==> config.mk <==
export PLATFORM = sky130hd
export DESIGN_NAME = sio_fifo_pair
export DESIGN_NICKNAME = d
export VERILOG_FILES = /design/src/rtl/sio_fifo_pkg.sv /design/src/rtl/sio_ctrl_reg.sv /design/src/rtl/sio_byte_fifo.sv /design/src/rtl/sio_level_irq.sv /design/src/rtl/sio_fifo_pair.sv
export SDC_FILE = /design/constraint.sdc
export NUM_CORES = 1
export LEC_CHECK = 0
export BUFFER_PORTS_ARGS = -buffer_cell sky130_fd_sc_hd__buf_2
export CORE_ASPECT_RATIO = 0.75
export CORE_UTILIZATION = 40
export DETAILED_ROUTE_END_ITERATION = 16
export GPL_ROUTABILITY_DRIVEN = 0
export HOLD_SLACK_MARGIN = 0.02
export PLACE_DENSITY_LB_ADDON = 0.08
export RECOVER_POWER = 100
export SLEW_MARGIN = 10
export SYNTH_ARGS = -nofsm -noshare
export SYNTH_HDL_FRONTEND = slang
export SYNTH_SLANG_ARGS = --single-unit
==> constraint.sdc <==
create_clock -name clk_i -period 8.7 [get_ports clk_i]
set_input_delay 2.175 -clock clk_i [delete_from_list [all_inputs] [get_ports clk_i]]
set_output_delay 2.175 -clock clk_i [all_outputs]
set_load 0.005 [all_outputs]
==> src/rtl/sio_fifo_pkg.sv <==
package sio_fifo_pkg;

  typedef enum logic {DIR_RX = 1'b0, DIR_TX = 1'b1} fifo_dir_e;

  typedef struct packed {
    logic       isel;
    logic [1:0] lvl;
  } fifo_ctrl_t;

  localparam int unsigned CLR_BIT  = 7;
  localparam int unsigned ISEL_BIT = 6;

  // threshold in bytes; depth is the half-duplex capacity
  function automatic int unsigned level_thr(fifo_dir_e dir, logic fdx,
                                            logic [1:0] lvl, int unsigned depth);
    int unsigned t;
    if (dir == DIR_RX) begin
      if (fdx) t = lvl[0] ? 1 : depth / 2;
      else     t = (lvl == 2'b00) ? depth : int'(lvl);
    end else begin
      if (fdx) t = lvl[0] ? 1 : 0;
      else     t = int'(lvl);
    end
    return t;
  endfunction

endpackage

==> src/rtl/sio_ctrl_reg.sv <==
module sio_ctrl_reg
  import sio_fifo_pkg::*;
#(
  parameter int unsigned RW = 8
) (
  input  logic          clk_i,
  input  logic          rst_ni,
  input  logic          we_i,
  input  logic [RW-1:0] wdata_i,
  output fifo_ctrl_t    ctrl_o,
  output logic          flush_o,
  output logic [RW-1:0] rdata_o
);

  fifo_ctrl_t ctrl_q;
  logic       unused_bits;

  assign unused_bits = ^wdata_i[ISEL_BIT-1:2];

  always_ff @(posedge clk_i or negedge rst_ni) begin
    if (!rst_ni) ctrl_q <= '0;
    else if (we_i) begin
      ctrl_q.isel <= wdata_i[ISEL_BIT];
      ctrl_q.lvl  <= wdata_i[1:0];
    end
  end

  // clear is self-clearing: a strobe, never stored
  assign flush_o = we_i && wdata_i[CLR_BIT];
  assign ctrl_o  = ctrl_q;

  always_comb begin
    rdata_o           = '0;
    rdata_o[ISEL_BIT] = ctrl_q.isel;
    rdata_o[1:0]      = ctrl_q.lvl;
  end

endmodule

==> src/rtl/sio_byte_fifo.sv <==
module sio_byte_fifo #(
  parameter int unsigned DEPTH = 4,
  parameter int unsigned DW    = 8,
  localparam int unsigned PTR_W = $clog2(DEPTH),
  localparam int unsigned CNT_W = $clog2(DEPTH + 1),
  localparam int unsigned HALF  = DEPTH / 2
) (
  input  logic             clk_i,
  input  logic             rst_ni,
  input  logic             full_duplex_i,
  input  logic             flush_i,
  input  logic             push_i,
  input  logic [DW-1:0]    data_i,
  input  logic             pop_i,
  output logic [DW-1:0]    data_o,
  output logic [CNT_W-1:0] count_o,
  output logic             full_o,
  output logic             push_acc_o,
  output logic             pop_acc_o
);

  logic [DW-1:0]    mem_q [DEPTH];
  logic [PTR_W-1:0] wr_q, rd_q;
  logic [CNT_W-1:0] cnt_q, cap;

  assign cap        = full_duplex_i ? CNT_W'(HALF) : CNT_W'(DEPTH);
  assign full_o     = cnt_q >= cap;
  assign push_acc_o = push_i && !flush_i && !full_o;
  assign pop_acc_o  = pop_i && !flush_i && (cnt_q != '0);
  assign data_o     = (cnt_q != '0) ? mem_q[rd_q] : '0;
  assign count_o    = cnt_q;

  always_ff @(posedge clk_i or negedge rst_ni) begin
    if (!rst_ni) begin
      wr_q  <= '0;
      rd_q  <= '0;
      cnt_q <= '0;
    end else if (flush_i) begin
      wr_q  <= '0;
      rd_q  <= '0;
      cnt_q <= '0;
    end else begin
      if (push_acc_o) wr_q <= wr_q + 1'b1;
      if (pop_acc_o)  rd_q <= rd_q + 1'b1;
      case ({push_acc_o, pop_acc_o})
        2'b10:   cnt_q <= cnt_q + 1'b1;
        2'b01:   cnt_q <= cnt_q - 1'b1;
        default: cnt_q <= cnt_q;
      endcase
    end
  end

  always_ff @(posedge clk_i or negedge rst_ni) begin
    if (!rst_ni) begin
      for (int i = 0; i < DEPTH; i++) mem_q[i] <= '0;
    end else if (push_acc_o) begin
      mem_q[wr_q] <= data_i;
    end
  end

  AST_DROP_FULL: assert property (@(posedge clk_i) disable iff (!rst_ni)
    (push_i && !pop_i && !flush_i && cnt_q >= cap) |=> $stable(cnt_q));
  AST_EMPTY_POP: assert property (@(posedge clk_i) disable iff (!rst_ni)
    (pop_i && !push_i && !flush_i && cnt_q == '0) |=> (cnt_q == '0));
  AST_FLUSH_EMPTIES: assert property (@(posedge clk_i) disable iff (!rst_ni)
    flush_i |=> (cnt_q == '0));
  AST_NO_OVERFLOW: assert property (@(posedge clk_i) disable iff (!rst_ni)
    cnt_q <= CNT_W'(DEPTH));

endmodule

==> src/rtl/sio_level_irq.sv <==
module sio_level_irq
  import sio_fifo_pkg::*;
#(
  parameter fifo_dir_e   DIR   = DIR_RX,
  parameter int unsigned DEPTH = 4,
  localparam int unsigned CNT_W = $clog2(DEPTH + 1)
) (
  input  logic             clk_i,
  input  logic             rst_ni,
  input  logic             full_duplex_i,
  input  fifo_ctrl_t       ctrl_i,
  input  logic [CNT_W-1:0] count_i,
  input  logic             push_acc_i,
  input  logic             pop_acc_i,
  input  logic             flush_i,
  output logic             irq_o
);

  int unsigned thr, cnt_now, cnt_nxt;
  logic        reach, reread, fire, irq_q;

  always_comb begin
    thr     = level_thr(DIR, full_duplex_i, ctrl_i.lvl, DEPTH);
    cnt_now = int'(count_i);
    cnt_nxt = cnt_now + int'(push_acc_i) - int'(pop_acc_i);
    // rx arms on the rising edge of fill, tx on the falling edge
    if (DIR == DIR_RX) reach = push_acc_i && !pop_acc_i && (cnt_nxt == thr);
    else               reach = pop_acc_i && !push_acc_i && (cnt_nxt == thr);
    reread = ctrl_i.isel && pop_acc_i && (cnt_now >= thr);
    fire   = !flush_i && (reach || reread);
  end

  always_ff @(posedge clk_i or negedge rst_ni) begin
    if (!rst_ni) irq_q <= 1'b0;
    else         irq_q <= fire;
  end

  assign irq_o = irq_q;

  AST_IRQ_NOT_ON_FLUSH: assert property (@(posedge clk_i) disable iff (!rst_ni)
    flush_i |=> !irq_o);
  AST_IRQ_NEEDS_MOVE: assert property (@(posedge clk_i) disable iff (!rst_ni)
    $rose(irq_o) |-> $past(push_acc_i || pop_acc_i));
  AST_RX_POP_QUIET: assert property (@(posedge clk_i) disable iff (!rst_ni)
    (DIR == DIR_RX && !ctrl_i.isel && pop_acc_i && !push_acc_i) |=> !irq_o);
  AST_TX_PUSH_QUIET: assert property (@(posedge clk_i) disable iff (!rst_ni)
    (DIR == DIR_TX && push_acc_i && !pop_acc_i) |=> !irq_o);

endmodule

==> src/rtl/sio_fifo_pair.sv <==
module sio_fifo_pair
  import sio_fifo_pkg::*;
#(
  parameter int unsigned DEPTH = 4,
  parameter int unsigned DW    = 8,
  localparam int unsigned CNT_W = $clog2(DEPTH + 1),
  localparam int unsigned NDIR  = 2
) (
  input  logic             clk_i,
  input  logic             rst_ni,
  input  logic             full_duplex_i,
  input  logic             reg_we_i,
  input  logic             reg_sel_i,
  input  logic [7:0]       reg_wdata_i,
  output logic [7:0]       reg_rdata_o,
  input  logic             rx_push_i,
  input  logic [DW-1:0]    rx_data_i,
  input  logic             rx_pop_i,
  output logic [DW-1:0]    rx_data_o,
  output logic [CNT_W-1:0] rx_count_o,
  output logic             rx_full_o,
  output logic             rx_irq_o,
  input  logic             tx_push_i,
  input  logic [DW-1:0]    tx_data_i,
  input  logic             tx_pop_i,
  output logic [DW-1:0]    tx_data_o,
  output logic [CNT_W-1:0] tx_count_o,
  output logic             tx_full_o,
  output logic             tx_irq_o
);

  logic             push   [NDIR];
  logic             pop    [NDIR];
  logic [DW-1:0]    din    [NDIR];
  logic [DW-1:0]    dout   [NDIR];
  logic [CNT_W-1:0] cnt    [NDIR];
  logic             full   [NDIR];
  logic             irq    [NDIR];
  logic             pacc   [NDIR];
  logic             oacc   [NDIR];
  logic             flush  [NDIR];
  fifo_ctrl_t       ctrl   [NDIR];
  logic [7:0]       rdata  [NDIR];

  assign push[0] = rx_push_i;  assign pop[0] = rx_pop_i;  assign din[0] = rx_data_i;
  assign push[1] = tx_push_i;  assign pop[1] = tx_pop_i;  assign din[1] = tx_data_i;

  assign rx_data_o = dout[0];  assign rx_count_o = cnt[0];
  assign rx_full_o = full[0];  assign rx_irq_o   = irq[0];
  assign tx_data_o = dout[1];  assign tx_count_o = cnt[1];
  assign tx_full_o = full[1];  assign tx_irq_o   = irq[1];

  assign reg_rdata_o = reg_sel_i ? rdata[1] : rdata[0];

  for (genvar d = 0; d < NDIR; d++) begin : g_dir
    localparam fifo_dir_e DIR_D = (d == 0) ? DIR_RX : DIR_TX;

    sio_ctrl_reg #(.RW(8)) u_ctrl (
      .clk_i   (clk_i),
      .rst_ni  (rst_ni),
      .we_i    (reg_we_i && (reg_sel_i == DIR_D)),
      .wdata_i (reg_wdata_i),
      .ctrl_o  (ctrl[d]),
      .flush_o (flush[d]),
      .rdata_o (rdata[d])
    );

    sio_byte_fifo #(.DEPTH(DEPTH), .DW(DW)) u_fifo (
      .clk_i         (clk_i),
      .rst_ni        (rst_ni),
      .full_duplex_i (full_duplex_i),
      .flush_i       (flush[d]),
      .push_i        (push[d]),
      .data_i        (din[d]),
      .pop_i         (pop[d]),
      .data_o        (dout[d]),
      .count_o       (cnt[d]),
      .full_o        (full[d]),
      .push_acc_o    (pacc[d]),
      .pop_acc_o     (oacc[d])
    );

    sio_level_irq #(.DIR(DIR_D), .DEPTH(DEPTH)) u_irq (
      .clk_i         (clk_i),
      .rst_ni        (rst_ni),
      .full_duplex_i (full_duplex_i),
      .ctrl_i        (ctrl[d]),
      .count_i       (cnt[d]),
      .push_acc_i    (pacc[d]),
      .pop_acc_i     (oacc[d]),
      .flush_i       (flush[d]),
      .irq_o         (irq[d])
    );
  end

  AST_CLR_READS_ZERO: assert property (@(posedge clk_i) disable iff (!rst_ni)
    !reg_rdata_o[CLR_BIT]);
  AST_FDX_CAP: assert property (@(posedge clk_i) disable iff (!rst_ni)
    (full_duplex_i && rx_count_o >= CNT_W'(DEPTH / 2) && rx_push_i && !rx_pop_i)
      |=> $stable(rx_count_o));

endmodule

# After elaboration in Yosys (flattened, before gate mapping)
# Cells that the tools add are included.
word_totals:
  latchBits: 0
  ram_bits: 0
  rom_bits: 0
  out_inout_bits: 34
  register_bits: 86
  inputBits: 33
  word_cells: 127
  mem_count: 0
op_classes:
  n_reduce_logical: 41
  n_eq_ne: 6
  bitwise: 5
  addsub: 12
  muxes: 33
  mul: 0
  shifts: 0
  n_lt_le_gt_ge: 10
  div_mod_pow: 0
op_table:
  columns: ["operator", "n"]
  rows:
  - ["$bwmux 32", 2]
  - ["$eq 32x32->1", 2]
  - ["$ge 3x32->1", 2]
  - ["$mux 32", 2]
  - ["$mux 8", 8]
  - ["$sub 32x1->32", 2]
  - ["$bmux 8 s2", 2]
  - ["$demux 8 s2", 2]
  - ["$logic_and 1x1->1", 24]
  - ["$mux 2", 9]
  - ["$ge 3x3->1 const B", 4]
  - ["$mux 3", 4]
  - ["$not 2->3", 4]
  - ["$pmux 3 s2", 2]
  - ["$reduce_bool 3->1", 4]
  - ["$add 2x1->2 const B", 4]
  - ["$add 3x1->4", 2]
  - ["$reduce_bool 2->1", 4]
  - ["$mux 7", 1]
  - ["$add 3x1->3 const B", 2]
  - ["$ge 3x3->1", 2]
  - ["$logic_not 1->1", 6]
  - ["$lt 3x1->1 const B", 2]
  - ["$sub 3x1->3 const B", 2]
  - ["6 further kinds", 9]

# Logic depth before layout (Yosys ltp)
depth:
  word_depth: 12
  ltp_mapped: 13
  depth_no_buf: 13

# Hierarchy
# From an unflattened synthesis, not the netlist that was laid out.
hier_totals:
  cells_unflattened: 393
  area_unflattened_um2: 5129.9
modules_own_cells:
  columns: ["module", "instances", "area_each_um2", "cells_per_inst"]
  rows:
  - ["sio_byte_fifo", 2, 1985.7, 138]
  - ["sio_level_irq at g_dir[0].u_irq", 1, 364.1, 42]
  - ["sio_ctrl_reg", 2, 180.2, 16]
  - ["sio_level_irq at g_dir[1].u_irq", 1, 286.5, 32]
  - ["sio_fifo_pair", 1, 147.6, 11]

# Worst setup path before layout
# No wires, ideal clock.
synth_timing:
  path_kind: "input -> output"
  from: "input port full_duplex_i"
  to: "output port rx_full_o"
  path_buffers: 0
  t_arrival_ns: 2.907
  path_slack_ns: 3.618
  cell_stages: 3
  cell_sequence: "ha_1 -> nor2b_1 -> a311o_1"
synth_between:
  elab_chain_len: 2
synth_lines:
  columns: ["item", "line", "rtl"]
  rows:
  - ["from (decl)", "sio_fifo_pair.sv:11", "input logic full_duplex_i,"]
  - ["$mux 3", "sio_byte_fifo.sv:26", "assign cap = full_duplex_i ? CNT_W'(HALF) : CNT_W'(DEPTH);"]
  - ["$ge 3x3->1", "sio_byte_fifo.sv:27", "assign full_o = cnt_q >= cap;"]
  - ["to (decl)", "sio_fifo_pair.sv:21", "output logic rx_full_o,"]
# Every way passes these cells.

==> results.md <==
Drt:
- The first detailed-routing pass took 4 iterations.
- The average detailed-routed wire length per instance is 16.3 µm.
- Summing over every cut layer, the via total after detailed routing is 2858.
- After detailed routing, the total wire length is 9450 µm.
- The first routing iteration left 97 violations.
- The number of vias per cell is 4.94.
- The detailed-route DRC error count is 0.
- The count of nets left with antenna violations after detail routing is 0.

Clock network:
- The maximum buffer depth of the clock tree is 2.
- The H-tree generated during clock tree synthesis spans 3 levels.
- At the later pin of the worst-skew pair, clock insertion delay measures 0.34 ns.
- After clock tree synthesis, the clock-pin slew on the worst setup and hold paths is 0.06 ns.
- The count of buffers added by post-CTS timing repair for setup is 0.
- The tree is rooted in a sky130_fd_sc_hd__clkbuf_16.
- The number of gates resized after CTS is 0.
- The clock tree from TritonCTS is built.
- Hold repair after CTS inserted 0 buffers.
- The clock sink total is 86.
- The TritonCTS buffer count is 9.

STA:
- Setup repair after global routing left no endpoint under its margin.
- The relative max-transition margin is -113%.
- The ratio of final minimum period to clock period is 68.5%.
- After routing, the total negative slack on setup checks comes to 0 ns.
- The clock period minus worst slack is 5.96 ns.
- The upper clock frequency limit is 168 MHz.
- Across all hold checks on the routed design, the worst slack comes to 0.487 ns.
- On the final layout, the worst clock skew is 0.00654 ns.
- The number of endpoints with negative hold slack in the final report is 0.
- The transition time at the pin with the least slew margin is 3.20 ns.
- The number of max-slew violations in the final report was 89.
- The final-report setup violation count is 0.

Synth:
- The most used standard cell by instance count after synthesis is sky130_fd_sc_hd__dfrtp_1.
- The async set-reset flop share out of synthesis is 100%.
- The number of enable flip-flop cells after synthesis is 0.
- The count of cell types in the netlist is 51.
- After synthesis, the cell types taking the most area are sky130_fd_sc_hd__dfrtp_1 43%, sky130_fd_sc_hd__mux2_4 17%, sky130_fd_sc_hd__mux4_2 7.3%.
- During synthesis, Yosys emitted a total of 0 warnings.
- The sequential element share of the synthesized area is 43.4%.
- The most used flip-flop cell after synthesis is sky130_fd_sc_hd__dfrtp_1.
- The number of register bits inferred by synthesis is 86.
- sky130_fd_sc_hd__dfrtp_1 takes more of the synthesized area than any other cell.
- The per-instance average area after synthesis is 14.1 µm².
- The mapped netlist covers 4960 µm².
- In this run the biggest area consumer among cell types represents 43.4% of the synthesized area.
- The post-synthesis instance total is 353.
- The commonest cells after synthesis are 86 x sky130_fd_sc_hd__dfrtp_1, 56 x sky130_fd_sc_hd__mux2_4, 27 x sky130_fd_sc_hd__ha_1.

Placed design:
- The number of port buffers is 57.
- The half-perimeter wire length of the detailed placement result is 6640 µm.

Critical path:
- Together, buffers and inverters on the worst path number 2.
- The kind of cell with the highest combined delay on the critical path is buffers and inverters.
- The top fanout value on the critical path is 59.
- Traced cell by cell, the critical path runs through clkbuf_1 > clkbuf_1.
- STA puts the critical path data required time at 8.43 ns.
- The worst setup path is captured at an asynchronous set/reset pin.
- The critical path data arrival time is 5.69 ns.
- The category of the critical setup timing path is primary input to asynchronous set/reset pin.
- STA classifies the critical path startpoint as a primary input.
- The stage delay of the slowest cell on the critical path is 2.33 ns.
- The largest individual stage delay along the critical path comes from the cell sky130_fd_sc_hd__clkbuf_1.
- By instance count, the cell type seen most on the critical path is sky130_fd_sc_hd__clkbuf_1.

Cells and area:
- The layout overhead on the synthesized area is 7.64%.
- The antenna diode instance count is 0.
- The filler cell count is 1166.
- The share of layout cells above drive strength 1 is 20.4%.
- The number of nets in the finished design is 474.

Hold path:
- The tightest min-delay check is of the register to register type.

Global route:
- The global-route total usage across every layer is 16.5%.
- Entering global routing, the biggest net connects 60 pins.
- The aggregate global routing overflow is 0.
- The number of global-route vias before repair was 2921.
- The global-route wire length before repair is 15900 µm.
- The initial antenna violation count is 0.

Job:
- The max-cap violation count is 2.

Power and ir drop:
- Total power for the finished layout comes to 1.94 mW.
- The maximum ir drop on the vdd rail is 0.107 mV.
- For this design the ratio of total power to cell area is 363 nW/µm².
- The cell leakage power is 2.41 nW.

Outcome:
- The flow ran to the end, but the final reports show violations.
- The final reports fail on capacitance limit, slew limit.

Die:
- The area of the die is 12900 µm².
- The floorplan die width is 131 µm.
- The number of top-level pins is 67.
- For this configuration, the core starts out at a cell density of 41.9%.
- The total area inside the core boundary comes to 11800 µm².
- In this run the core area contains 34 standard-cell rows.
- The die height is 98.4 µm.
layout make-up:
class | instances | area, µm² | share of cell area (%)
Inverter | 13 | 48.8 | 0.914
Multi-Input combinational cell | 244 | 2370 | 44.5
Clock inverter | 6 | 71.3 | 1.34
Tap cell | 162 | 203 | 3.80
Clock buffer | 10 | 229 | 4.29
Timing Repair Buffer | 58 | 260 | 4.87
Sequential cell | 86 | 2150 | 40.3
sequential cells by signal, indices dropped and copies added (netlist names):
register,flops
g_dir.u_fifo.mem_q,64
g_dir.u_ctrl.ctrl_o,6
g_dir.u_fifo.count_o,6
g_dir.u_irq.irq_o,2
g_dir.u_fifo.rd_q,4
g_dir.u_fifo.wr_q,4
worst register-to-register path: cells and delay by family, from the launching register on:
kind                       cells  cell delay [ns]
adders and majority gates      4             1.05
and+or+nand+nor                4             0.95
xor gates and xnor gates       1             0.27
DFF                            1             0.53
AOI/OAI and AO/OA              2             0.81
through the flow:
step	cells	setup WS, ns	area (µm²)	util (%)
2_1_floorplan	357	3.62	4970	-
3_3_place_gp	563	3.26	5390	45.6
3_5_place_dp	563	3.23	5390	45.6
4_1_cts	579	3.23	5690	48.1
5_1_grt	579	1.88	5340	45.1
6_report	579	2.74	5340	45.1
cells by family after synthesis:
logic type | count (synthesis) | share of synthesized area [%]
mux | 94 | 29.1
flops | 86 | 43.4
simple gates | 83 | 11.7
fa+ha+maj | 29 | 7.62
buf+inv | 27 | 2.65
compound gates | 17 | 2.65
xor+xnor | 16 | 2.83
other cells | 1 | 0.0756
cells in the final DEF (no fill, tap or decap), drive strengths merged, types with 2 or more instances in the layout:
master	n
o31ai	2
and2	2
nor2b	20
mux2i	5
inv	14
nor2	12
conb	5
xor2	7
nand4b	2
dfrtp	86
a21oi	4
nor3b	4
mux4	16
o21ai	5
fa	2
nor3	5
nand3b	3
xnor2	9
nand2	20
clkinv	2
clkinvlp	2
nand2b	6
mux2	73
nand3	2
or3	3
buf	33
clkbuf	35
ha	27
where the power goes:
part	total, mW	switching (mW)	internal, mW
registers	0.759	0.172	0.586
clock network	0.389	0.164	0.225
logic	0.789	0.338	0.452
total	1.94	0.675	1.26
path summary, 6_finish.rpt:
path	startpoint	to	slack, ns	depth (start not counted)
max	rst_ni	g_dir[0].u_fifo.mem_q[1]	2.74	2
min	g_dir[1].u_fifo.mem_q[11]	g_dir[1].u_fifo.mem_q[11]	0.49	1
max reg2reg	g_dir[0].u_fifo.count_o[2]	g_dir[0].u_irq.irq_o	4.97	11
min reg2reg	g_dir[1].u_fifo.mem_q[11]	g_dir[1].u_fifo.mem_q[11]	0.49	1
max in group clk_i	full_duplex_i	rx_full_o	3.10	5
min in group asynchronous	rst_ni	g_dir[1].u_fifo.mem_q[17]	2.22	1
metal layers:
metal | GRT usage (%) | vias to the layer above | wire length (µm)
met2 | 23.3 | 51 | 4030
li1 | - | 1366 | -
met5 | 0 | - | 0
met4 | 4.51 | 0 | 93
met1 | 24.9 | 1433 | 5000
met3 | 4.13 | 8 | 328
Power figures use the tool's default switching activity.
